===== config.mk =====
export PLATFORM = sky130hd
export DESIGN_NAME = smpl_spi_buf
export DESIGN_NICKNAME = d
export VERILOG_FILES = /design/src/rtl/smpl_spi_pkg.sv /design/src/rtl/smpl_rate_div.sv /design/src/rtl/smpl_store.sv /design/src/rtl/spi_byte_port.sv /design/src/rtl/smpl_spi_buf.sv
export SDC_FILE = /design/constraint.sdc
export NUM_CORES = 1
export LEC_CHECK = 0
export ABC_AREA = 1
export BUFFER_PORTS_ARGS = -buffer_cell sky130_fd_sc_hd__buf_2
export CAP_MARGIN = 30
export CORE_UTILIZATION = 40
export DETAILED_ROUTE_END_ITERATION = 10
export HOLD_SLACK_MARGIN = 0.06
export PLACE_DENSITY_LB_ADDON = 0.1
export SLEW_MARGIN = 20
export SYNTH_ARGS = -nofsm -noshare
export SYNTH_HDL_FRONTEND = slang
export SYNTH_SLANG_ARGS = --single-unit

===== constraint.sdc =====
create_clock -name clk -period 3.16 [get_ports clk]
set_clock_uncertainty 0.15 [all_clocks]
set_input_delay 0.948 -clock clk [delete_from_list [all_inputs] [get_ports clk]]
set_output_delay 0.948 -clock clk [all_outputs]
set_load 0.01 [all_outputs]

===== src/rtl/smpl_spi_pkg.sv =====
package smpl_spi_pkg;

    localparam int ADC_W  = 10;
    localparam int TAG_W  = 2;
    localparam int WORD_W = 2 * TAG_W + ADC_W;

    localparam logic [7:0] BUSY_BYTE  = 8'hAA;
    localparam logic [7:0] DUMMY_BYTE = 8'h00;

    typedef enum logic [1:0] {
        W_IDLE = 2'd0,
        W_RUN  = 2'd1,
        W_FULL = 2'd2
    } wr_state_e;

    typedef enum logic [1:0] {
        ST_IDLE   = 2'd0,
        ST_SHIFT  = 2'd1,
        ST_COMMIT = 2'd2
    } spi_state_e;

    typedef enum logic [1:0] {
        K_DATA  = 2'd0,
        K_BUSY  = 2'd1,
        K_DUMMY = 2'd2
    } xfer_kind_e;

endpackage


===== src/rtl/smpl_rate_div.sv =====
module smpl_rate_div #(
    parameter int DIV_W = 8
) (
    input  logic             clk,
    input  logic             rst_n,
    input  logic             run,
    input  logic             clear,
    input  logic [DIV_W-1:0] div_f,
    output logic             tick
);

    logic [DIV_W-1:0] cnt;

    always_ff @(posedge clk) begin
        if (!rst_n) begin
            cnt <= '0;
        end else if (!run || clear) begin
            cnt <= '0;
        end else if (cnt == div_f) begin
            cnt <= '0;
        end else begin
            cnt <= cnt + 1'b1;
        end
    end

    assign tick = run && !clear && (cnt == div_f);

endmodule


===== src/rtl/smpl_store.sv =====
module smpl_store
    import smpl_spi_pkg::*;
#(
    parameter int DEPTH = 16,
    localparam int AW   = $clog2(DEPTH)
) (
    input  logic              clk,
    input  logic              rst_n,
    input  logic              acq_active,
    input  logic              tick,
    input  logic              clear,
    input  logic [TAG_W-1:0]  cycle_idx,
    input  logic [TAG_W-1:0]  aux_in,
    input  logic [ADC_W-1:0]  adc_data,
    input  logic [AW-1:0]     rd_idx,
    output logic [WORD_W-1:0] rd_word,
    output logic [AW:0]       wr_cnt
);

    wr_state_e         state, state_nx;
    logic [WORD_W-1:0] mem [DEPTH];
    logic              wr_en;
    logic              last_slot;

    assign last_slot = (wr_cnt == AW'(DEPTH - 1));
    assign wr_en     = tick && !clear && (state != W_FULL);

    // state register
    always_ff @(posedge clk) begin
        if (!rst_n) begin
            state <= W_IDLE;
        end else begin
            state <= state_nx;
        end
    end

    // next state
    always_comb begin
        state_nx = state;
        unique case (state)
            W_IDLE: begin
                if (wr_en && last_slot) begin
                    state_nx = W_FULL;
                end else if (acq_active) begin
                    state_nx = W_RUN;
                end
            end
            W_RUN: begin
                if (wr_en && last_slot) begin
                    state_nx = W_FULL;
                end else if (!acq_active) begin
                    state_nx = W_IDLE;
                end
            end
            W_FULL: begin
                state_nx = W_FULL;
            end
            default: state_nx = W_IDLE;
        endcase
        if (clear) begin
            state_nx = W_IDLE;
        end
    end

    // write count and storage
    always_ff @(posedge clk) begin
        if (!rst_n) begin
            wr_cnt <= '0;
            for (int i = 0; i < DEPTH; i++) begin
                mem[i] <= '0;
            end
        end else if (clear) begin
            wr_cnt <= '0;
        end else if (wr_en) begin
            mem[wr_cnt[AW-1:0]] <= {cycle_idx, aux_in, adc_data};
            wr_cnt              <= wr_cnt + 1'b1;
        end
    end

    assign rd_word = mem[rd_idx];

endmodule


===== src/rtl/spi_byte_port.sv =====
module spi_byte_port
    import smpl_spi_pkg::*;
#(
    parameter int AW = 4
) (
    input  logic              clk,
    input  logic              rst_n,
    input  logic              sclk_raw,
    input  logic              cs_n_raw,
    input  logic              acq_active,
    input  logic              acq_done,
    input  logic              clear,
    input  logic [WORD_W-1:0] rd_word,
    output logic [AW-1:0]     rd_idx,
    output logic              phase,
    output logic              commit,
    output xfer_kind_e        kind,
    output logic [3:0]        bit_cnt,
    output logic              miso
);

    spi_state_e state, state_nx;
    logic [2:0] sclk_q, cs_q;
    logic       sclk_rise, sclk_fall, cs_fall, cs_rise;
    logic [7:0] tx_sr;
    logic [7:0] next_byte;
    xfer_kind_e next_kind;
    logic       dummy_pend;
    logic       full_xfer;

    always_ff @(posedge clk) begin
        if (!rst_n) begin
            sclk_q <= 3'b000;
            cs_q   <= 3'b111;
        end else begin
            sclk_q <= {sclk_q[1:0], sclk_raw};
            cs_q   <= {cs_q[1:0], cs_n_raw};
        end
    end

    assign sclk_rise = sclk_q[1] && !sclk_q[2];
    assign sclk_fall = !sclk_q[1] && sclk_q[2];
    assign cs_fall   = !cs_q[1] && cs_q[2];
    assign cs_rise   = cs_q[1] && !cs_q[2];

    // byte selection at select fall
    always_comb begin
        if (acq_active) begin
            next_kind = K_BUSY;
            next_byte = BUSY_BYTE;
        end else if (dummy_pend) begin
            next_kind = K_DUMMY;
            next_byte = DUMMY_BYTE;
        end else if (phase) begin
            next_kind = K_DATA;
            next_byte = {1'b0, rd_word[6:0]};
        end else begin
            next_kind = K_DATA;
            next_byte = {1'b1, rd_word[WORD_W-1:7]};
        end
    end

    // state register
    always_ff @(posedge clk) begin
        if (!rst_n) begin
            state <= ST_IDLE;
        end else begin
            state <= state_nx;
        end
    end

    always_comb begin
        state_nx = state;
        unique case (state)
            ST_IDLE:   if (cs_fall) state_nx = ST_SHIFT;
            ST_SHIFT:  if (cs_rise) state_nx = ST_COMMIT;
            ST_COMMIT: state_nx = ST_IDLE;
            default:   state_nx = ST_IDLE;
        endcase
    end

    // shift datapath
    always_ff @(posedge clk) begin
        if (!rst_n) begin
            tx_sr   <= '0;
            kind    <= K_DATA;
            bit_cnt <= '0;
        end else begin
            unique case (state)
                ST_IDLE: begin
                    if (cs_fall) begin
                        tx_sr   <= next_byte;
                        kind    <= next_kind;
                        bit_cnt <= '0;
                    end
                end
                ST_SHIFT: begin
                    if (sclk_rise && bit_cnt != 4'hF) begin
                        bit_cnt <= bit_cnt + 1'b1;
                    end
                    if (sclk_fall) begin
                        tx_sr <= {tx_sr[6:0], 1'b0};
                    end
                end
                ST_COMMIT: begin
                    tx_sr <= tx_sr;
                end
                default: tx_sr <= tx_sr;
            endcase
        end
    end

    assign commit    = (state == ST_COMMIT);
    assign full_xfer = commit && (bit_cnt == 4'd8);
    assign miso      = (state == ST_SHIFT) ? tx_sr[7] : 1'b0;

    // read pointer and byte phase
    always_ff @(posedge clk) begin
        if (!rst_n) begin
            rd_idx <= '0;
            phase  <= 1'b0;
        end else if (clear) begin
            rd_idx <= '0;
            phase  <= 1'b0;
        end else if (full_xfer && kind == K_DATA) begin
            phase <= !phase;
            if (phase) begin
                rd_idx <= rd_idx + 1'b1;
            end
        end
    end

    // throw-away byte after a capture window
    always_ff @(posedge clk) begin
        if (!rst_n) begin
            dummy_pend <= 1'b0;
        end else if (acq_done) begin
            dummy_pend <= 1'b1;
        end else if (full_xfer && kind == K_DUMMY) begin
            dummy_pend <= 1'b0;
        end
    end

endmodule


===== src/rtl/smpl_spi_buf.sv =====
module smpl_spi_buf
    import smpl_spi_pkg::*;
#(
    parameter int DEPTH = 16,
    parameter int DIV_W = 8,
    localparam int AW   = $clog2(DEPTH)
) (
    input  logic             clk,
    input  logic             rst_n,
    input  logic             acq_active,
    input  logic             ptr_clear,
    input  logic [DIV_W-1:0] div_f,
    input  logic [1:0]       cycle_idx,
    input  logic [1:0]       aux_in,
    input  logic [9:0]       adc_data,
    input  logic             spi_sclk,
    input  logic             spi_cs_n,
    output logic             spi_miso
);

    logic              tick;
    logic              acq_q;
    logic              acq_done;
    logic [WORD_W-1:0] rd_word;
    logic [AW:0]       wr_cnt;
    logic [AW-1:0]     rd_idx;
    logic              phase;
    logic              commit;
    xfer_kind_e        kind;
    logic [3:0]        bit_cnt;

    always_ff @(posedge clk) begin
        if (!rst_n) begin
            acq_q <= 1'b0;
        end else begin
            acq_q <= acq_active;
        end
    end

    assign acq_done = acq_q && !acq_active;

    smpl_rate_div #(.DIV_W(DIV_W)) u_div (
        .clk   (clk),
        .rst_n (rst_n),
        .run   (acq_active),
        .clear (ptr_clear),
        .div_f (div_f),
        .tick  (tick)
    );

    smpl_store #(.DEPTH(DEPTH)) u_store (
        .clk        (clk),
        .rst_n      (rst_n),
        .acq_active (acq_active),
        .tick       (tick),
        .clear      (ptr_clear),
        .cycle_idx  (cycle_idx),
        .aux_in     (aux_in),
        .adc_data   (adc_data),
        .rd_idx     (rd_idx),
        .rd_word    (rd_word),
        .wr_cnt     (wr_cnt)
    );

    spi_byte_port #(.AW(AW)) u_port (
        .clk        (clk),
        .rst_n      (rst_n),
        .sclk_raw   (spi_sclk),
        .cs_n_raw   (spi_cs_n),
        .acq_active (acq_active),
        .acq_done   (acq_done),
        .clear      (ptr_clear),
        .rd_word    (rd_word),
        .rd_idx     (rd_idx),
        .phase      (phase),
        .commit     (commit),
        .kind       (kind),
        .bit_cnt    (bit_cnt),
        .miso       (spi_miso)
    );

endmodule


==> flow_summary.ini, run 1 <==
[timing]
fin_crit_ps = 2503
clock.fmax_mhz = 399.6
setup_violations = 0
worst_pin_slew_ps = 707.0
grt_setup_unrepaired = false
relSlewSlack = 0.5270
hold_viol = 0
drv_slew = 0
hold_ws_ps = 269.9
layout_setup_ws_ps = 657.2
period_share = 0.7920
setup_tns_ps = 0

[routing]
drtIter0Drc = 722
drc_errors = 0
via_per_inst = 5.355
ant_nets = 0
firstDrtPassIters = 5
totalWireLength_mm = 37.70
wl_per_cell_um = 20.72
vias = 9746

[global_routing]
grt-ovfl-total = 0
antenna_found_initial = 0
grt_max_degree = 114
grt_pass1_vias = 9650
grt_pass1_wl_mm = 57.82
gr-usage-all-layers = 0.2296

[cts]
clock_sinks = 272
htreeDepth = 1
clock_latency_ps = 560
cts_setup_buffers = 0
holdBufCountCts = 0
cts_tree = yes
cts_buffer_depth = 3
root_buffer = clkbuf_16
post_cts.resized_instances = 0
cts_made_buffers = 31
path_clk_slew_ps = 60

[placed_design]
globalplace.congestion = 0.8270
post-dp-hpwl_mm = 23.73
pre_cts_slack_ps = 144.1
postPlaceCellArea_um2 = 13980
port-buffer-count = 28

[die]
initial_core_util = 0.4050
rows = 66
die_x_um = 183.3
core-area_um2 = 32450
fp.dieArea_um2 = 33590
die_h_um = 183.3
io-pin-count = 29

[pwr]
leakage_nw = 5.507
peakVddDrop_uv = 448.5
power_density_nw_per_um2 = 521.5

[yosys]
yosys.area.top_type = edfxtp_1
ys_types = 36
synth_area_leaders = edfxtp_1, nand2_1, dfxtp_1, nor3_1, nor3_2
avgSynthCellArea_um2 = 9.906
syn_nets = 1364
synth_area_um2 = 13150
synth-simple-area-share = 0.2806
ys_top_cells_by_count = nand2_1, edfxtp_1, nor3_1, nand3_1, nor2_1
yosysSeqAreaShare = 0.5848
synth.area.mux_share = 0
synth-edff-count = 224
synth_top_family_by_area = simple AND/OR/NAND/NOR gates
synth_compound_area_frac = 0.05483
post-synth-top-count-cell = nand2_1
synth_ff_type = edfxtp_1
synth_xor_xnor_area_share = 0.005997
syn_inst = 1327
synth-adder-area-share = 0.008567
synth_top_area_frac = 0.5117
ys_seq_elements = 272
yosys_warnings = 0
async_flop_share = 0

[run]
drv_cap = 0

[setup_path]
path_class = flop to output pin
start_kind = flop
critPathMaxFanout = 7
arrival_ps = 1400
worst_ep_required_time_ps = 2060
endpoint_kind = output pin

[status]
status = finished, final reports clean

[layout]
fin_area_um2 = 14950
final_util = 0.4606
diodes = 0
layout-drive-gt1-share = 0.1887
area_growth_pct = 13.73
fin_nets = 1390

[worst_hold_path]
hp-class = flop to flop
-- logic make-up (layout without fill, tap and decap cells) --
| kind of cell | Yosys count | count (layout) |
|---|---|---|
| buffers and inverters | 173 | 224 |
| DFF | 272 | 272 |
| xor gates and xnor gates | 9 | 9 |
| adders and majority gates | 9 | 9 |
| AOI/OAI and AO/OA | 129 | 129 |
| and+or+nand+nor | 735 | 735 |
-- worst paths after layout --
path / from / slack (ps) / end / depth (start not counted)
worst min register to register: u_port.cs_q[0] / 270 / u_port.cs_q[1] / 1
worst max-delay path: u_port.state[0] / 660 / spi_miso / 5
worst max register to register: u_div.cnt[5] / 810 / u_store.mem[5][7] / 8
worst min-delay path: u_port.cs_q[0] / 270 / u_port.cs_q[1] / 1
-- critical path, stage by stage (launching register included) --
cell and delay, ps:
dfxtp_1 320, inv_1 60, nor2_2 90, inv_1 130, nor2_1 120, buf_2 140
-- power breakdown --
group / switching, mW / internal, mW
sequential: 0.0351 / 3.97
clock: 1.44 / 1.97
combinational: 0.263 / 0.109
total: 1.74 / 6.06
-- state kept, by name, indices dropped and copies added, names as in the netlist, 2 cells and up, named ones only --
signal,count
u_port.cs_q,3
u_store.state,2
u_port.rd_idx,4
u_port.kind,2
u_port.state,2
u_port.tx_sr,8
u_div.cnt,8
u_port.bit_cnt,4
u_store.wr_cnt,5
u_port.sclk_q,3
u_store.mem,224
-- stage by stage --
step	power [mW]	std cells
2_1_floorplan	4.263	1327
5_1_grt	8.052	1820
3_5_place_dp	4.461	1762
3_3_place_gp	4.458	1762
6_report	7.796	1820
4_1_cts	7.875	1820
-- area by class of cell --
cell class                 count  area [µm²]
fill                        3105       17500
tap                          442       553.0
clock inverter                18       116.4
timing repair buffer         103       853.3
multi-input combinational    882        4644
clock buffer                  40       852.1
inverter                      63       237.7
sequential                   272        7692
-- metal layers --
metal | global-route usage | part of all wire
met1 | 0.3049 | 0.43
met2 | 0.3953 | 0.50
met3 | 0.02701 | 0.046
met4 | 0.06367 | 0.022
met5 | 0 | 0
-- placed cells by master (no fill, tap or decap), types with 6 or more instances in the layout --
cell type	instances
buf_12	12
o211ai_1	21
nand4_1	6
o21ai_0	57
nand3_1	112
clkinv_1	8
clkinv_2	9
nand2_1	269
nor2_1	92
buf_4	63
xor2_1	7
buf_2	28
inv_1	55
nor3_1	158
nor3_2	75
a21oi_1	28
or2_2	6
ha_1	9
clkbuf_16	32
o21ai_2	11
edfxtp_1	224
dfxtp_1	46
(Power assumes the default switching activity.)
==> run 2: changes to the inputs <==
==> constraint.sdc (replaced) <==
create_clock -name clk -period 2.2 [get_ports clk]
set_clock_uncertainty 0.15 [all_clocks]
set_input_delay 0.66 -clock clk [delete_from_list [all_inputs] [get_ports clk]]
set_output_delay 0.66 -clock clk [all_outputs]
set_load 0.01 [all_outputs]
==> run 2 against run 1 <==
First-iteration DRC count decreased by 11%; setup slack got worse by 630 ps; power increased by 52%; via count increased by 0.54%; register-to-register slack got worse by 790 ps; critical path type is now flop to flop; critical endpoint is now u_store.mem[12][7].
==> flow_summary.ini, run 2 (synthesis results as in run 1) <==
[global_routing]
grt_max_degree = 61
grt_pass1_wl_mm = 58.52
grtUsageMet2 = 0.3770
grt_pass1_vias = 9515
grtUsageMet1 = 0.3285
antenna_found_initial = 0
gr-usage-all-layers = 0.2326
use_met3 = 0.03058
grt-ovfl-total = 0
grt-busiest-layer = met2

[layout]
area_growth_pct = 20.35
fin_nets = 1432
mostFrequentLayoutCell = nand2_1
diodes = 0
regMostFlops = u_store.mem
mostFrequentLayoutCells = nand2_1, edfxtp_1, nor3_1
reg_top3 = u_store.mem x224, u_div.cnt x8, u_port.tx_sr x8
layout-drive-gt1-share = 0.2268
largest_reg_flops = 224

[pwr]
leakage_nw = 5.888
peakVddDrop_uv = 620.0
power_density_nw_per_um2 = 748.8
fin_total_pwr_mw = 11.85

[cts]
cts_tree = yes
htreeDepth = 1
clock_latency_ps = 580
root_buffer = clkbuf_16
cts_buffer_depth = 3
clock_sinks = 272
path_clk_slew_ps = 60
cts_made_buffers = 31

[run]
drv_cap = 0

[timing]
period_share = 0.9894
hold_viol = 0
relSlewSlack = 0.4528
fin_crit_ps = 2177
clock.fmax_mhz = 459.4
worst_pin_slew_ps = 812.1
drv_slew = 0
layout_setup_ws_ps = 23.41
grt_setup_unrepaired = true
setup_violations = 0

[worst_hold_path]
hp-class = input pin to flop
min_path_cells = 3
whs_endpoint = u_port.sclk_q[0]
hp-start = spi_sclk

[setup_path]
path_class = flop to flop
r2r-start = u_div.cnt[3]
rr_endpoint = u_store.mem[12][7]
ff2ff_path_depth = 9
start_kind = flop
critPathMaxFanout = 8
arrival_ps = 2310
endpoint_kind = flop
ff2ff_setup_slack_ps = 20
worst_ep_required_time_ps = 2330

[routing]
ant_nets = 0
firstDrtPassIters = 5
drtIter0Drc = 644
drc_errors = 0
wl_per_cell_um = 20.67
vias = 9799
totalWireLength_mm = 38.49
via_per_inst = 5.263

[placed_design]
port-buffer-count = 28
pre_cts_slack_ps = -419.7
globalplace.congestion = 0.8176
post-dp-hpwl_mm = 24.12

[die]
core-area_um2 = 32450
io-pin-count = 29
fp.dieArea_um2 = 33590
die_x_um = 183.3
die_h_um = 183.3
initial_core_util = 0.4050
rows = 66

[status]
status = finished, final reports clean
-- run 2: cell types whose count changed in the layout (fill, tap and decap cells not counted), sizes merged --
cell and change:
inv +1, nand2 +1, buf +41, clkinv -4, clkinvlp -2, clkbuf +1, bufinv +4
-- run 2: worst max-delay path, cell delays in order, from the launching register on --
cell and delay (ps):
dfxtp_2 320, xor2_1 150, nor2_1 120, nand2_1 90
nor3_4 180, nand2_4 100, nor2_8 190, nand2_4 200
o21ai_4 210, buf_4 180
-- run 2: routing by layer --
metal,wire length [µm],vias up
met4,874,0
met5,0,-
met3,1903,52
met1,17820,4749
li1,-,4763
met2,17890,235
-- run 2: metrics by stage --
stage	setup TNS (ps)	cell area [µm²]	hold slack (ps)	std cells	utilization
floorplan	-73060	13330	240.5	1327	-
global placement	-139210	14590	245.8	1798	0.4496
detailed placement	-150150	14590	252.9	1798	0.4496
CTS	0	15700	111.0	1858	0.4837
global route	-18450	15820	114.1	1862	0.4875
finish	0	15820	132.5	1862	0.4875
-- run 2: worst max-delay path by stage --
stage	start	end	slack [ps]	depth (start not counted)
after floorplan	div_f[6]	u_store.mem[8][0]	-330	9
after global placement	div_f[3]	u_store.mem[0][7]	-400	10
after detailed placement	div_f[3]	u_store.mem[11][1]	-420	10
after CTS	u_port.state[0]	spi_miso	4	5
after global routing	u_div.cnt[3]	u_store.mem[3][10]	-110	9
final	u_div.cnt[3]	u_store.mem[12][7]	20	9
-- run 2: repair_timing --
item                                    4_1_cts  5_1_grt
gates resized for setup                       3       23
setup buffers                                 2        3
endpoints found under the setup margin        1      326
hold buffers                                  0        0
gates cloned                                  0        1
pin swaps                                     1        1
-- run 2: power by group --
part	leakage, nW	internal [mW]	switching (mW)	total (mW)
logic	2.64	0.208	0.405	0.613
registers	2.71	5.71	0.0479	5.76
clock network	0.538	3.34	2.14	5.48
-- run 2: layout make-up --
cell class                      count  area [µm²]
Timing Repair Buffer              144        1420
Sequential cell                   272        7700
Tap cell                          442       553.0
Clock buffer                       41       863.3
Multi-Input combinational cell    883        4823
Fill cell                        3025       16630
Clock inverter                     17       220.2
Inverter                           63       240.2
